$ cat src/rtl/cdsec_pkg.sv
package cdsec_pkg;

    localparam int SECTOR_BYTES   = 2352;
    localparam int FRAMES_PER_SEC = 75;
    localparam int SECS_PER_MIN   = 60;
    localparam int MIN_WRAP       = 100;

    localparam int OFS_FF_FIRST = 1;
    localparam int OFS_FF_LAST  = 10;
    localparam int OFS_MIN      = 12;
    localparam int OFS_SEC      = 13;
    localparam int OFS_FRM      = 14;
    localparam int OFS_MODE     = 15;

    typedef enum logic [2:0] {
        ST_IDLE,
        ST_DIV_FRAME,
        ST_DIV_SEC,
        ST_DIV_MIN,
        ST_PACK,
        ST_EMIT
    } gen_state_t;

    typedef struct packed {
        logic [7:0] minute;
        logic [7:0] second;
        logic [7:0] frame;
        logic [7:0] mode;
    } hdr_t;

    function automatic logic [7:0] to_bcd2(input logic [6:0] v);
        logic [6:0] tens;
        logic [6:0] ones;
        tens = v / 7'd10;
        ones = v - 7'(tens * 7'd10);
        return {tens[3:0], ones[3:0]};
    endfunction

endpackage

$ cat src/rtl/cdsec_div.sv
module cdsec_div #(
    parameter int DVD_W = 19,
    parameter int DSR_W = 7
) (
    input  logic             clk,
    input  logic             rst_n,
    input  logic             start,
    input  logic [DVD_W-1:0] dividend,
    input  logic [DSR_W-1:0] divisor,
    output logic             busy,
    output logic             done,
    output logic [DVD_W-1:0] quotient,
    output logic [DSR_W-1:0] remainder
);
    localparam int CNT_W = $clog2(DVD_W + 1);

    logic [DVD_W-1:0] shreg;
    logic [DSR_W-1:0] rem;
    logic [CNT_W-1:0] cnt;
    logic [DSR_W:0]   trial;
    logic [DSR_W:0]   diff;
    logic             ge;

    assign trial = {rem, shreg[DVD_W-1]};
    assign ge    = trial >= {1'b0, divisor};
    assign diff  = trial - {1'b0, divisor};

    always_ff @(posedge clk or negedge rst_n) begin
        if (!rst_n) begin
            shreg <= '0;
            rem   <= '0;
            cnt   <= '0;
            busy  <= 1'b0;
            done  <= 1'b0;
        end else if (start) begin
            shreg <= dividend;
            rem   <= '0;
            cnt   <= CNT_W'(DVD_W);
            busy  <= 1'b1;
            done  <= 1'b0;
        end else if (busy) begin
            shreg <= {shreg[DVD_W-2:0], ge};
            rem   <= ge ? diff[DSR_W-1:0] : trial[DSR_W-1:0];
            cnt   <= cnt - CNT_W'(1);
            if (cnt == CNT_W'(1)) begin
                busy <= 1'b0;
                done <= 1'b1;
            end
        end else begin
            done <= 1'b0;
        end
    end

    assign quotient  = shreg;
    assign remainder = rem;

    // partial remainder always below the divisor, basis of R3/R4/R5 fields
    assert_rem_bound_R5: assert property (@(posedge clk) disable iff (!rst_n)
        busy |-> (rem < divisor));

    assert_divisor_stable_R4: assert property (@(posedge clk) disable iff (!rst_n)
        (busy && $past(busy)) |-> $stable(divisor));

endmodule

$ cat src/rtl/cdsec_emit.sv
module cdsec_emit
    import cdsec_pkg::*;
#(
    parameter int NBYTES = SECTOR_BYTES
) (
    input  logic       clk,
    input  logic       rst_n,
    input  logic       active,
    input  logic       ready,
    input  hdr_t       hdr,
    output logic [7:0] data,
    output logic       last,
    output logic       fire
);
    localparam int OFF_W = $clog2(NBYTES);

    logic [OFF_W-1:0] off;

    assign fire = active && ready;
    assign last = active && (off == OFF_W'(NBYTES - 1));

    always_ff @(posedge clk or negedge rst_n) begin
        if (!rst_n) begin
            off <= '0;
        end else if (!active) begin
            off <= '0;
        end else if (fire) begin
            off <= last ? '0 : off + OFF_W'(1);
        end
    end

    always_comb begin
        data = 8'h00;
        if (off >= OFF_W'(OFS_FF_FIRST) && off <= OFF_W'(OFS_FF_LAST))
            data = 8'hFF;
        else if (off == OFF_W'(OFS_MIN))
            data = hdr.minute;
        else if (off == OFF_W'(OFS_SEC))
            data = hdr.second;
        else if (off == OFF_W'(OFS_FRM))
            data = hdr.frame;
        else if (off == OFF_W'(OFS_MODE))
            data = hdr.mode;
    end

    assert_offset_range_R8: assert property (@(posedge clk) disable iff (!rst_n)
        off <= OFF_W'(NBYTES - 1));

    assert_offset_hold_R9: assert property (@(posedge clk) disable iff (!rst_n)
        (active && !ready) |=> (off == $past(off)));

endmodule

$ cat src/rtl/cdsec_gen.sv
module cdsec_gen
    import cdsec_pkg::*;
#(
    parameter int SECTOR_W = 19
) (
    input  logic                clk,
    input  logic                rst_n,
    input  logic                start,
    input  logic [SECTOR_W-1:0] sector_num,
    input  logic [7:0]          mode_byte,
    output logic                out_valid,
    input  logic                out_ready,
    output logic [7:0]          out_data,
    output logic                out_last
);
    localparam int DSR_W = 7;

    gen_state_t state_q, state_d;

    logic                div_start, div_busy, div_done;
    logic [SECTOR_W-1:0] div_dividend, div_quot;
    logic [DSR_W-1:0]    div_divisor, div_rem;
    logic [DSR_W-1:0]    frame_bin, sec_bin, min_bin;
    logic [7:0]          mode_q;
    hdr_t                hdr_q;
    logic                emit_fire, emit_last;

    // state register
    always_ff @(posedge clk or negedge rst_n) begin
        if (!rst_n) state_q <= ST_IDLE;
        else        state_q <= state_d;
    end

    // next state
    always_comb begin
        state_d = state_q;
        unique case (state_q)
            ST_IDLE:      if (start)                  state_d = ST_DIV_FRAME;
            ST_DIV_FRAME: if (div_done)               state_d = ST_DIV_SEC;
            ST_DIV_SEC:   if (div_done)               state_d = ST_DIV_MIN;
            ST_DIV_MIN:   if (div_done)               state_d = ST_PACK;
            ST_PACK:                                  state_d = ST_EMIT;
            ST_EMIT:      if (emit_fire && emit_last) state_d = ST_IDLE;
            default:                                  state_d = ST_IDLE;
        endcase
    end

    // outputs of the controller
    always_comb begin
        out_valid    = (state_q == ST_EMIT);
        div_start    = 1'b0;
        div_dividend = div_quot;
        div_divisor  = DSR_W'(FRAMES_PER_SEC);
        unique case (state_q)
            ST_IDLE: begin
                div_start    = start;
                div_dividend = sector_num;
            end
            ST_DIV_FRAME: div_start = div_done;
            ST_DIV_SEC: begin
                div_start   = div_done;
                div_divisor = DSR_W'(SECS_PER_MIN);
            end
            ST_DIV_MIN:   div_divisor = DSR_W'(MIN_WRAP);
            default: ;
        endcase
    end

    // address capture and BCD packing, once per sector
    always_ff @(posedge clk or negedge rst_n) begin
        if (!rst_n) begin
            frame_bin <= '0;
            sec_bin   <= '0;
            min_bin   <= '0;
            mode_q    <= '0;
            hdr_q     <= '0;
        end else begin
            if (state_q == ST_IDLE && start)        mode_q    <= mode_byte;
            if (state_q == ST_DIV_FRAME && div_done) frame_bin <= div_rem;
            if (state_q == ST_DIV_SEC && div_done)   sec_bin   <= div_rem;
            if (state_q == ST_DIV_MIN && div_done)   min_bin   <= div_rem;
            if (state_q == ST_PACK) begin
                hdr_q.minute <= to_bcd2(min_bin);
                hdr_q.second <= to_bcd2(sec_bin);
                hdr_q.frame  <= to_bcd2(frame_bin);
                hdr_q.mode   <= mode_q;
            end
        end
    end

    cdsec_div #(.DVD_W(SECTOR_W), .DSR_W(DSR_W)) u_div (
        .clk       (clk),
        .rst_n     (rst_n),
        .start     (div_start),
        .dividend  (div_dividend),
        .divisor   (div_divisor),
        .busy      (div_busy),
        .done      (div_done),
        .quotient  (div_quot),
        .remainder (div_rem)
    );

    cdsec_emit #(.NBYTES(SECTOR_BYTES)) u_emit (
        .clk    (clk),
        .rst_n  (rst_n),
        .active (out_valid),
        .ready  (out_ready),
        .hdr    (hdr_q),
        .data   (out_data),
        .last   (emit_last),
        .fire   (emit_fire)
    );

    assign out_last = emit_last;

    assert_stall_hold_R9: assert property (@(posedge clk) disable iff (!rst_n)
        (out_valid && !out_ready) |=> (out_valid && $stable(out_data) && $stable(out_last)));

    assert_last_valid_R8: assert property (@(posedge clk) disable iff (!rst_n)
        out_last |-> out_valid);

    assert_sector_end_R8: assert property (@(posedge clk) disable iff (!rst_n)
        (out_valid && out_ready && out_last) |=> !out_valid);

    assert_no_drop_R10: assert property (@(posedge clk) disable iff (!rst_n)
        (out_valid && !(out_ready && out_last)) |=> out_valid);

    assert_hdr_hold_R6: assert property (@(posedge clk) disable iff (!rst_n)
        (out_valid && $past(out_valid)) |-> $stable(hdr_q));

    assert_no_restart_R10: assert property (@(posedge clk) disable iff (!rst_n)
        div_start |-> !div_busy);

endmodule

$ cat config.mk
export PLATFORM = sky130hd
export DESIGN_NAME = cdsec_gen
export DESIGN_NICKNAME = d
export VERILOG_FILES = /design/src/rtl/cdsec_pkg.sv /design/src/rtl/cdsec_div.sv /design/src/rtl/cdsec_emit.sv /design/src/rtl/cdsec_gen.sv
export SDC_FILE = /design/constraint.sdc
export NUM_CORES = 1
export LEC_CHECK = 0
export ABC_CLOCK_PERIOD_IN_PS = 3800
export BUFFER_PORTS_ARGS = -buffer_cell sky130_fd_sc_hd__buf_2
export CAP_MARGIN = 40
export CORE_MARGIN = 3
export CORE_UTILIZATION = 35
export CTS_BUF_LIST = sky130_fd_sc_hd__clkbuf_4 sky130_fd_sc_hd__clkbuf_8
export CTS_CLUSTER_DIAMETER = 150
export DETAILED_ROUTE_END_ITERATION = 8
export GPL_ROUTABILITY_DRIVEN = 0
export GPL_TIMING_DRIVEN = 0
export PLACE_DENSITY = 0.58
export SLEW_MARGIN = 20
export SYNTH_ARGS = -nofsm -noshare
export SYNTH_HDL_FRONTEND = slang
export SYNTH_SLANG_ARGS = --single-unit
export TNS_END_PERCENT = 10
$ cat constraint.sdc
create_clock -name clk -period 3.8 [get_ports clk]
set_clock_uncertainty 0.1 [all_clocks]
set_input_delay 0 -clock clk [delete_from_list [all_inputs] [get_ports clk]]
set_output_delay 0 -clock clk [all_outputs]
set_load 0.03 [all_outputs]
==> results by group, run 1 <==
Layout
  • Multi-input logic area: 3220 sq um
  • Most common cell after layout, fill and taps aside: nand2_1
  • Layout cells sized above 1: 0.154
  • Area Growth Syn to Fin: 17.0%
  • Design Area, Final: roughly 7300 sq um
  • Fillers: between 1.5k and 2k
  • Final nets: ~840
  • Commonest non-fill, non-tap cells in the layout: nand2_1, dfrtp_1, o21ai_0
  • Register Area: 2730 sq um
  • Diode count: 0

Power and ir drop
  • Clock share of power: 0.269
  • Flop pwr share: 0.486
  • Pint: 1.70 mW
  • Psw: 865 uW
  • Switching Fraction: 0.337
  • Worst VDD drop: 0.437 mV
  • LEAKAGE: 3.21 nW
  • Comb pwr share: 0.245
  • Power per Cell Area: between 300 and 400 nW/um^2

Routing
  • Antenna viol nets, final: 0
  • Drt initial violations: 290
  • DRT Pass-1 Iters: 5
  • DRC viols: 0
  • Routed WL per cell: 14.2 microns
  • Total wire length: 14,400 microns
  • Vias: 5,062
  • Vias/cell: 5.01

Floorplan
  • Chip width: 139 microns
  • CORE AREA: 17,400 sq um
  • Row cnt: 48
  • I/O pin cnt: 41
  • Die Ht: 139 microns
  • Die area: 19,400 sq um
  • Starting Density: 0.358

Clocking
  • Root Driver: clkbuf_8
  • CTS tree: yes
  • Num CTS Buffers: 9
  • Clock-pin slew on the worst setup and hold paths: 0.10 ns
  • Clock buffer depth: 2
  • # clock sinks: between 100 and 150
  • H-tree depth: 3
  • Worst-Skew Late Latency: 0.38 ns

Setup path
  • R2r startpoint: min_bin[4]
  • Worst Path Max Fanout: 8
  • Crit path DAT: 3.76 ns
  • CP Class: reg -> reg
  • Startpoint Class: flop
  • Worst Path Required: 3.96 ns
  • Crit path launch: min_bin[4]
  • Worst path max stage delay: 0.39 ns
  • Crit. End Element: flop
  • Cells along the critical path: buf_4 > inv_2 > ha_2 > nand2_1 > nand2_1 > maj3_1 > a21oi_2 > ha_1 > nor2b_1 > o2111ai_2 > ha_1 > inv_1 > fa_1 > xor2_1 > xnor2_1 > o21ai_1
  • Slowest cell on crit path: dfrtp_1

Yosys
  • FF+latch count, synth: 109
  • Synth Area in Compound Gates: 0.165
  • Post-synth top area cell: dfrtp_1
  • Post-synth top area share: 0.439
  • Adder-cell area share of the yosys netlist: 0.0568
  • Mux share of post-synthesis cell area: 0.0776
  • Syn Std Cell Area: 6210 sq um
  • Ys async rst share: 1.00
  • Seq/Total Area, Yosys: 0.439
  • Synth Instances: 697
  • Synth Area in XOR/XNOR: 0.0310
  • Synth Area in Simple Gates: 0.185
  • Synth warnings: 0
  • Dominant synthesized flop cell: dfrtp_1
  • Top cells by area, synth: dfrtp_1, nand2_1, o21ai_0
  • Synthesized Nets: 753
  • Yosys cell types: 56
  • Largest family of logic cells by synthesized area: simple AND/OR/NAND/NOR gates
  • Post-synth EDFFs: 0
  • Syn_area_per_cell: about 9 sq um

Placement
  • Placed cell areas: slightly below 7000 sq um
  • Pre-CTS setup slack: -0.0433 ns
  • Dpl hpwl: 9990 microns
  • Number of port buffers: 40

STA
  • Hold WS: between 0.02 and 0.025 ns
  • Worst-Margin Slew: around 0.76 ns
  • Final period utilization: 0.947
  • Setup TNS: 0 ns
  • Rel. slew slack: 0.490
  • RSZ-0062 raised after global routing: true
  • Post-route worst setup slack: between 0.2 and 0.25 ns
  • # setup viols final: 0
  • Fmax: 278 MHz
  • Tmin final: 3.60 ns
  • Final Hold Violating Endpoints: 0
  • Count of final max-slew check failures: 0

Global routing
  • Largest net degree at the start of global routing: 60
  • Antenna violations before repair: 0
  • Global Route Usage Sum: 0.152
  • Number of global-route vias before repair: 4,826
  • First-pass GRT wire length: 24,200 microns
  • Overflow after GRT: 0

Job
  • Number of max-cap violations: 0

Run status
  • Status: completed

Hold path
  • HP Class: in -> async
==> power groups by stage <==
stage | registers [mW] | logic (mW) | clock network [mW]
floorplan | 1.26 | 0.424 | 0
global placement | 1.27 | 0.594 | 0
detailed placement | 1.27 | 0.609 | 0
CTS | 1.25 | 0.634 | 0.719
global route | 1.25 | 0.702 | 0.765
finish | 1.25 | 0.627 | 0.691
==> path summary, 6_finish.rpt <==
| check | to | slack (ns) | depth (start not counted) |
|---|---|---|---|
| min | u_emit.off[9] | 0.02 | 2 |
| max | hdr_q[27] | 0.20 | 16 |
| max in group asynchronous | frame_bin[2] | 2.89 | 3 |
| max reg2reg | hdr_q[27] | 0.20 | 16 |
| min reg2reg | hdr_q[0] | 0.36 | 2 |
| min in group clk | mode_q[7] | 0.27 | 3 |
==> cells in the mapped netlist, types with 2 or more instances <==
| cell type | n |
|---|---|
| nand2b_1 | 9 |
| nor2_1 | 64 |
| or4b_2 | 2 |
| mux2_2 | 25 |
| and2_1 | 3 |
| clkbuf_1 | 28 |
| nand2_1 | 120 |
| a21o_1 | 5 |
| nor3_1 | 11 |
| nor2b_1 | 6 |
| a211o_1 | 2 |
| o311ai_0 | 2 |
| o21ai_0 | 76 |
| buf_4 | 4 |
| o21ai_1 | 2 |
| and3_1 | 5 |
| nand3b_1 | 2 |
| a31oi_1 | 6 |
| a22oi_1 | 10 |
| mux2i_1 | 20 |
| a211oi_1 | 9 |
| inv_1 | 26 |
| o22ai_1 | 4 |
| a41oi_1 | 3 |
| xor2_1 | 8 |
| o31ai_1 | 2 |
| nor2_2 | 2 |
| nor4_4 | 2 |
| a21oi_1 | 42 |
| buf_2 | 10 |
| fa_1 | 4 |
| nand3_1 | 14 |
| nor4_1 | 2 |
| o221ai_1 | 2 |
| ha_1 | 21 |
| nand4_1 | 3 |
| xnor2_1 | 14 |
| dfrtp_1 | 109 |
==> critical path, delay by kind of cell, from the launching register on <==
family	cells	cell delay, ns
DFF	1	0.39
and+or+nand+nor	3	0.36
xor gates and xnor gates	2	0.38
AOI/OAI and AO/OA	3	0.46
buffers and inverters	3	0.30
adders and majority gates	5	1.49
==> sequential cells by signal (all words and copies together), names as in the netlist <==
| name | cells |
|---|---|
| u_div.remainder | 7 |
| u_emit.off | 12 |
| min_bin | 7 |
| state_q | 3 |
| u_div.busy | 1 |
| u_div.done | 1 |
| u_div.quotient | 19 |
| u_div.cnt | 5 |
| frame_bin | 7 |
| hdr_q | 32 |
| sec_bin | 7 |
| mode_q | 8 |
==> through the flow <==
step                instances   util  total power [mW]
global placement          962  0.386              1.86
CTS                      1009  0.416              2.60
detailed placement        963  0.388              1.88
finish                   1011  0.419              2.56
floorplan                 697      -              1.68
global route             1011  0.419              2.72
==> metal layers <==
metal	global-route usage	wire length, microns
met5	0	0
met1	0.211	7250
met4	0.0340	123
met3	0.0386	530
met2	0.239	6460
==> cells by family after synthesis <==
group | count (synthesis)
xor+xnor | 22
mux | 45
flops | 109
simple gates | 252
buf+inv | 69
compound gates | 174
fa+ha+maj | 26
==> final cells by class <==
class / instances / share of cell area
multi-input cells: 519 / 0.444
flip-flops and latches: 109 / 0.376
repair buffers: 74 / 0.0766
well taps: 225 / 0.0387
plain buffers: 41 / 0.0255
clock buffers: 15 / 0.0250
inverters: 27 / 0.0139
clock inverters: 1 / 0.000689
==> repair_timing <==
action                                 in CTS  in global routing
resized for setup                           1                 14
gates cloned                                0                  0
pin swaps                                   0                  3
endpoints found under the hold margin     140                  0
setup endpoints to repair                   1                  5
hold buffers                               30                  0
setup buffers                               0                  3
(Power assumes the default switching activity.)
==> run 2, diff against run 1 <==
--- a/config.mk
+++ b/config.mk
@@ -5,17 +5,17 @@
 export SDC_FILE = /design/constraint.sdc
 export NUM_CORES = 1
 export LEC_CHECK = 0
-export ABC_CLOCK_PERIOD_IN_PS = 3800
-export BUFFER_PORTS_ARGS = -buffer_cell sky130_fd_sc_hd__buf_2
+export ABC_CLOCK_PERIOD_IN_PS = 4090
 export CAP_MARGIN = 40
 export CORE_MARGIN = 3
 export CORE_UTILIZATION = 35
 export CTS_BUF_LIST = sky130_fd_sc_hd__clkbuf_4 sky130_fd_sc_hd__clkbuf_8
 export CTS_CLUSTER_DIAMETER = 150
 export DETAILED_ROUTE_END_ITERATION = 8
+export DONT_BUFFER_PORTS = 1
 export GPL_ROUTABILITY_DRIVEN = 0
 export GPL_TIMING_DRIVEN = 0
-export PLACE_DENSITY = 0.58
+export PLACE_DENSITY = 0.56
 export SLEW_MARGIN = 20
 export SYNTH_ARGS = -nofsm -noshare
 export SYNTH_HDL_FRONTEND = slang
==> constraint.sdc (replaced) <==
create_clock -name clk -period 4.09 [get_ports clk]
set_clock_uncertainty 0.1 [all_clocks]
set_input_delay 0 -clock clk [delete_from_list [all_inputs] [get_ports clk]]
set_output_delay 0 -clock clk [all_outputs]
set_load 0.03 [all_outputs]
==> results by group, run 2 (synthesized netlist as in run 1, its figures left out) <==
Run status
  • Status: completed

Layout
  • Area Growth Syn to Fin: 13.5%
  • Commonest non-fill, non-tap cells in the layout: nand2_1, dfrtp_1, o21ai_0
  • Final nets: 805 (-3.8%)
  • Layout cells sized above 1: 0.102 (-0.0518)
  • Core Util, Final: 0.406 (-0.0125)
  • Most common cell after layout, fill and taps aside: nand2_1
  • Biggest register: hdr_q
  • Max FFs per register: 32 (unchanged)
  • Diode count: 0 (unchanged)

Global routing
  • Largest net degree at the start of global routing: 110 (+83%)
  • Antenna violations before repair: 0 (unchanged)
  • Overflow after GRT: 0 (unchanged)
  • Number of global-route vias before repair: 5,222 (+8.2%)
  • First-pass GRT wire length: 25,600 microns (+5.7%)
  • Global Route Usage Sum: 0.158 (+0.00665)

STA
  • # setup viols final: 0 (unchanged)
  • Final Hold Violating Endpoints: 0 (unchanged)
  • Setup TNS: 0 ns (unchanged)
  • Rel. slew slack: 0.526 (+0.0358)
  • RSZ-0062 raised after global routing: false
  • Worst-Margin Slew: 0.709 ns (-0.0531 ns)
  • Final period utilization: 0.926 (-0.0206)
  • Post-route worst setup slack: 0.303 ns (+0.0998 ns)
  • Count of final max-slew check failures: 0 (unchanged)
  • Fmax: 264 MHz (-5.0%)
  • Tmin final: 3.79 ns (+0.190 ns)

Clocking
  • Worst-Skew Late Latency: 0.40 ns (+0.02 ns)
  • # clock sinks: 109 (unchanged)
  • Num CTS Buffers: 9 (unchanged)
  • Root Driver: clkbuf_8
  • Clock-pin slew on the worst setup and hold paths: 0.11 ns (about the same)
  • H-tree depth: 3 (unchanged)
  • Clock buffer depth: 2 (unchanged)
  • CTS tree: yes

Routing
  • Routed WL per cell: 15.3 microns (+7.5%)
  • DRC viols: 0 (unchanged)
  • Vias/cell: 5.28 (+5.5%)
  • Drt initial violations: 329 (+13%)
  • Total wire length: 15,000 microns (+4.1%)
  • Antenna viol nets, final: 0 (unchanged)
  • DRT Pass-1 Iters: 6 (+1)
  • Vias: 5,172 (+2.2%)

Setup path
  • Crit. End Element: flop
  • CP Class: reg -> reg
  • Worst path max stage delay: 0.37 ns (-0.02 ns)
  • CP dominant cell by count: ha_1
  • Slowest cell on crit path: dfrtp_1
  • Startpoint Class: flop
  • Worst Path Required: 4.26 ns (+0.30 ns)
  • Crit path DAT: 3.95 ns (+0.19 ns)
  • Worst Path Max Fanout: 8 (unchanged)
  • Cells along the critical path: buf_4 > inv_2 > ha_1 > nand2_1 > nand2_1 > maj3_1 > a21oi_1 > ha_1 > nor2b_1 > o2111ai_2 > ha_1 > inv_1 > fa_1 > xor2_1 > xnor2_1 > o21ai_1

Power and ir drop
  • LEAKAGE: 3.06 nW (-4.6%)
  • Worst VDD drop: 0.506 mV (+16%)
  • Final Power: 2.35 mW (-8.2%)
  • Power per Cell Area: 334 nW/um^2 (-5.4%)

Floorplan
  • CORE AREA: 17,400 sq um (unchanged)
  • Die area: 19,400 sq um (unchanged)
  • Row cnt: 48 (unchanged)
  • I/O pin cnt: 41 (unchanged)
  • Starting Density: 0.358 (unchanged)
  • Chip width: 139 microns (unchanged)
  • Die Ht: 139 microns (unchanged)

Hold path
  • HP Class: in -> reg

Placement
  • Number of port buffers: 0 (-100%)
  • Dpl hpwl: 10,500 microns (+4.8%)
  • Pre-CTS setup slack: 0.278 ns (+0.322 ns)

Job
  • Number of max-cap violations: 0 (unchanged)
## run 2: cell types whose count changed in the layout (fill, tap and decap cells not counted), moves of 3 or more
cell	before	now
buf_2	49	19
clkbuf_2	3	0
clkbuf_1	24	27
clkbuf_4	4	0
buf_4	7	4
## run 2: routing by layer
metal / part of all wire / track usage
met5: 0 / 0
met3: 0.050 / 0.0321
met4: 0.014 / 0.0427
met2: 0.47 / 0.262
met1: 0.47 / 0.212
## run 2: power by group
| part | internal (mW) | total, mW | switching, mW |
|---|---|---|---|
| Clock | 0.225 | 0.623 | 0.397 |
| Combinational | 0.175 | 0.572 | 0.397 |
| Sequential | 1.11 | 1.16 | 0.0454 |
| Total | 1.51 | 2.35 | 0.839 |
## run 2: area by class of cell
class	count	area [sq um]
fill	1703	10300
multi-input combinational	519	3200
sequential	109	2730
timing repair buffer	41	383
tap	225	282
buffer	42	185
clock buffer	9	124
inverter	27	101
clock inverter	7	50.0
## run 2: critical path: cells and delay by family, from the launching register on
kind,cells,cell delay (ns)
AO/OA/AOI/OAI,3,0.62
XOR/XNOR,2,0.33
adder cells (fa/ha/maj),5,1.59
buffers and inverters,3,0.28
flip-flops,1,0.37
AND/OR/NAND/NOR,3,0.38
## run 2: repair_timing
item	in CTS	in global routing
resized for setup	0	1
hold buffers	32	0
buffers inserted	0	0
endpoints found under the setup margin	0	1
hold endpoints to repair	147	0
## run 2: worst paths after layout
| check | startpoint | end | slack, ns | depth (start not counted) |
|---|---|---|---|---|
| setup / recovery | min_bin[4] | hdr_q[27] | 0.30 | 16 |
| hold / removal | start | mode_q[3] | 0.12 | 3 |
| setup reg to reg | min_bin[4] | hdr_q[27] | 0.30 | 16 |
| hold reg to reg | min_bin[0] | hdr_q[24] | 0.38 | 2 |
| max in group asynchronous | rst_n | hdr_q[29] | 3.32 | 2 |
| min in group asynchronous | rst_n | hdr_q[11] | 0.19 | 2 |
## run 2: metrics by stage
| stage | cells | hold slack [ns] | instance area [sq um] |
|---|---|---|---|
| 2_1_floorplan | 697 | -0.396 | 6210 |
| 3_3_place_gp | 922 | -0.392 | 6490 |
| 3_5_place_dp | 931 | -0.392 | 6540 |
| 4_1_cts | 979 | 0.102 | 7050 |
| 5_1_grt | 979 | 0.122 | 7050 |
| 6_report | 979 | 0.118 | 7050 |
==> run 3, diff against run 2 <==
--- a/config.mk
+++ b/config.mk
@@ -5,6 +5,7 @@
 export SDC_FILE = /design/constraint.sdc
 export NUM_CORES = 1
 export LEC_CHECK = 0
+export ABC_AREA = 1
 export ABC_CLOCK_PERIOD_IN_PS = 4090
 export CAP_MARGIN = 40
 export CORE_MARGIN = 3
==> results by group, run 3 <==
Routing
  • Routed WL per cell: 13.4 microns (-12%)
  • Vias/cell: 4.76 (-10%)
  • DRT Pass-1 Iters: 4 (-2)
  • Total wire length: 14,200 microns (-5.2%)
  • Drt initial violations: 228 (-31%)
  • Antenna viol nets, final: 0 (unchanged)
  • Vias: 5,037 (-2.6%)
  • DRC viols: 0 (unchanged)

Layout
  • Final nets: 885 (+9.9%)
  • Area Growth Syn to Fin: 15.1%
  • Design Area, Final: 7200 sq um (+2.1%)
  • Diode count: 0 (unchanged)
  • Commonest non-fill, non-tap cells in the layout: nand2_1, dfrtp_1, inv_1
  • Biggest register: hdr_q
  • Fillers: 1,811 (+6.3%)
  • Most common cell after layout, fill and taps aside: nand2_1
  • Max FFs per register: 32 (unchanged)
  • Core Util, Final: 0.413 (+0.00715)
  • Layout cells sized above 1: 0.0875 (-0.0146)

Yosys
  • Seq/Total Area, Yosys: 0.436 (-0.00316)
  • Post-synth EDFFs: 0 (unchanged)
  • Most common cell in the netlist: nand2_1
  • Synth Instances: 773 (+11%)
  • Syn Std Cell Area: 6250 sq um (+0.73%)
  • FF+latch count, synth: 109 (unchanged)
  • Post-synth top area cell: dfrtp_1
  • Synth top cells by count: nand2_1, dfrtp_1, inv_1
  • Synth warnings: 0 (unchanged)
  • Post-synth top area share: 0.436 (-0.00316)
  • Dominant synthesized flop cell: dfrtp_1
  • Top cells by area, synth: dfrtp_1, nand2_1, o21ai_0
  • Ys async rst share: 1.00 (unchanged)
  • Synthesized Nets: 829 (+10%)
  • Syn_area_per_cell: 8.09 sq um (-9.2%)
  • Yosys cell types: 44 (-21%)

STA
  • Fmax: 283 MHz (+7.3%)
  • Tmin final: 3.53 ns (-0.258 ns)
  • Setup TNS: 0 ns (unchanged)
  • Final period utilization: 0.863 (-0.0632)
  • Worst-Margin Slew: 0.834 ns (+0.125 ns)
  • Post-route worst setup slack: 0.561 ns (+0.258 ns)
  • Final Hold Violating Endpoints: 0 (unchanged)
  • Rel. slew slack: 0.439 (-0.0864)
  • # setup viols final: 0 (unchanged)
  • RSZ-0062 raised after global routing: false
  • Count of final max-slew check failures: 0 (unchanged)

Setup path
  • Crit. End Element: flop
  • Worst Path Required: 4.28 ns (+0.02 ns)
  • CP Class: reg -> reg
  • Worst path max stage delay: 0.42 ns (+0.05 ns)
  • WP buf/inv: 6 (+3)
  • Crit path DAT: 3.72 ns (-0.23 ns)
  • Top delay family on crit path: simple AND/OR/NAND/NOR gates
  • Slowest cell on crit path: dfrtp_1
  • Startpoint Class: flop
  • Worst Path Max Fanout: 4 (-4)
  • CP dominant cell by count: nand2_1

Clocking
  • Num CTS Buffers: 9 (unchanged)
  • H-tree depth: 3 (unchanged)
  • Setup repair bufs after CTS: 0 (unchanged)
  • Clock buffer depth: 2 (unchanged)
  • Clock-pin slew on the worst setup and hold paths: 0.11 ns (about the same)
  • Root Driver: clkbuf_8
  • # clock sinks: 109 (unchanged)
  • Worst-Skew Late Latency: 0.39 ns (about the same)
  • CTS tree: yes

Floorplan
  • Starting Density: 0.359 (+0.00135)
  • Chip width: 140 microns (+0.34%)
  • Die Ht: 140 microns (+0.34%)
  • I/O pin cnt: 41 (unchanged)
  • Row cnt: 48 (unchanged)
  • CORE AREA: 17,400 sq um (+0.35%)
  • Die area: 19,500 sq um (+0.69%)

Global routing
  • Antenna violations before repair: 0 (unchanged)
  • Overflow after GRT: 0 (unchanged)
  • First-pass GRT wire length: 24,000 microns (-6.4%)
  • Number of global-route vias before repair: 4,917 (-5.8%)
  • Largest net degree at the start of global routing: 110 (unchanged)
  • Global Route Usage Sum: 0.149 (-0.00894)

Power and ir drop
  • Power per Cell Area: 714 nW/um^2 (+110%)
  • Comb pwr share: 0.531 (+0.288)
  • Worst VDD drop: 0.354 mV (-30%)
  • Psw: 2.32 mW (+180%)
  • LEAKAGE: 3.41 nW (+11%)
  • Pint: 2.82 mW (+86%)
  • Switching Fraction: 0.451 (+0.0944)
  • Clock share of power: 0.128 (-0.137)
  • Flop pwr share: 0.341 (-0.151)
  • Final Power: 5.14 mW (+120%)

Placement
  • Placed cell areas: 6540 sq um (unchanged)
  • Number of port buffers: 0 (unchanged)
  • Dpl hpwl: 10,300 microns (-2.0%)
  • Pre-CTS setup slack: 0.530 ns (+0.252 ns)

Job
  • Number of max-cap violations: 0 (unchanged)

Run status
  • Status: completed

Hold path
  • HP Class: in -> async
[run 3: changes by cell type after synthesis, moves of 14 or more]
| cell | before | now |
|---|---|---|
| mux2_2 | 25 | 0 |
| a21oi_1 | 42 | 12 |
| nor2_1 | 64 | 39 |
| clkbuf_1 | 28 | 12 |
| nand2_1 | 120 | 167 |
| inv_1 | 26 | 106 |
| o21ai_1 | 2 | 16 |
| o211ai_1 | 0 | 25 |
| nand3_1 | 14 | 51 |
[run 3: final timing paths]
path	cells after the start	to	slack, ns	startpoint
min in group clk	5	u_div.quotient[1]	0.07	start
min reg2reg	2	hdr_q[16]	0.39	hdr_q[16]
min	2	u_emit.off[10]	0.06	rst_n
max in group asynchronous	2	min_bin[6]	3.34	rst_n
max reg2reg	27	hdr_q[27]	0.56	min_bin[5]
max	27	hdr_q[27]	0.56	min_bin[5]
[run 3: what timing repair did]
action,CTS,global route
hold endpoints to repair,150,0
hold buffers,45,0
gates resized for setup,0,0
[run 3: power groups by stage]
| stage | logic (mW) | registers [mW] | clock network (mW) |
|---|---|---|---|
| 6_report | 2.73 | 1.75 | 0.660 |
| 5_1_grt | 3.17 | 1.80 | 0.721 |
| 4_1_cts | 2.75 | 1.75 | 0.687 |
| 3_5_place_dp | 2.57 | 1.77 | 0 |
| 3_3_place_gp | 2.54 | 1.76 | 0 |
| 2_1_floorplan | 2.08 | 1.69 | 0 |
[run 3: cell type report]
type	instances	area, sq um	area share
flip-flops and latches	109	2730	0.379
inverters	117	440	0.0612
multi-input cells	526	2980	0.415
well taps	225	282	0.0391
clock buffers	10	138	0.0191
clock inverters	6	55.1	0.00765
plain buffers	21	103	0.0143
repair buffers	45	468	0.0650
[run 3: metrics by stage]
step           hold slack [ns]  instances
2_1_floorplan           -0.396        773
3_3_place_gp            -0.393        998
3_5_place_dp            -0.393        998
4_1_cts                 0.0705       1059
5_1_grt                  0.105       1059
6_report                0.0612       1059
[run 3: cells by family (layout without fill, tap and decap cells)]
kind of cell               Yosys count  in the layout  synth area share
AOI/OAI and AO/OA                  162            162             0.150
adders and majority gates           25             25            0.0548
xor gates and xnor gates            12             12            0.0168
buffers and inverters              138            199            0.0868
muxes                               17             17            0.0272
DFF                                109            109             0.436
and+or+nand+nor                    310            310             0.228
[run 3: metal layers]
metal / vias to the layer above / share of wire / wire (microns) / global-route usage
met5: - / 0 / 0 / 0
met4: 0 / 0.014 / 198 / 0.0398
met3: 8 / 0.032 / 457 / 0.0323
met2: 61 / 0.45 / 6450 / 0.241
met1: 2315 / 0.50 / 7080 / 0.204
li1: 2653 / - / - / -
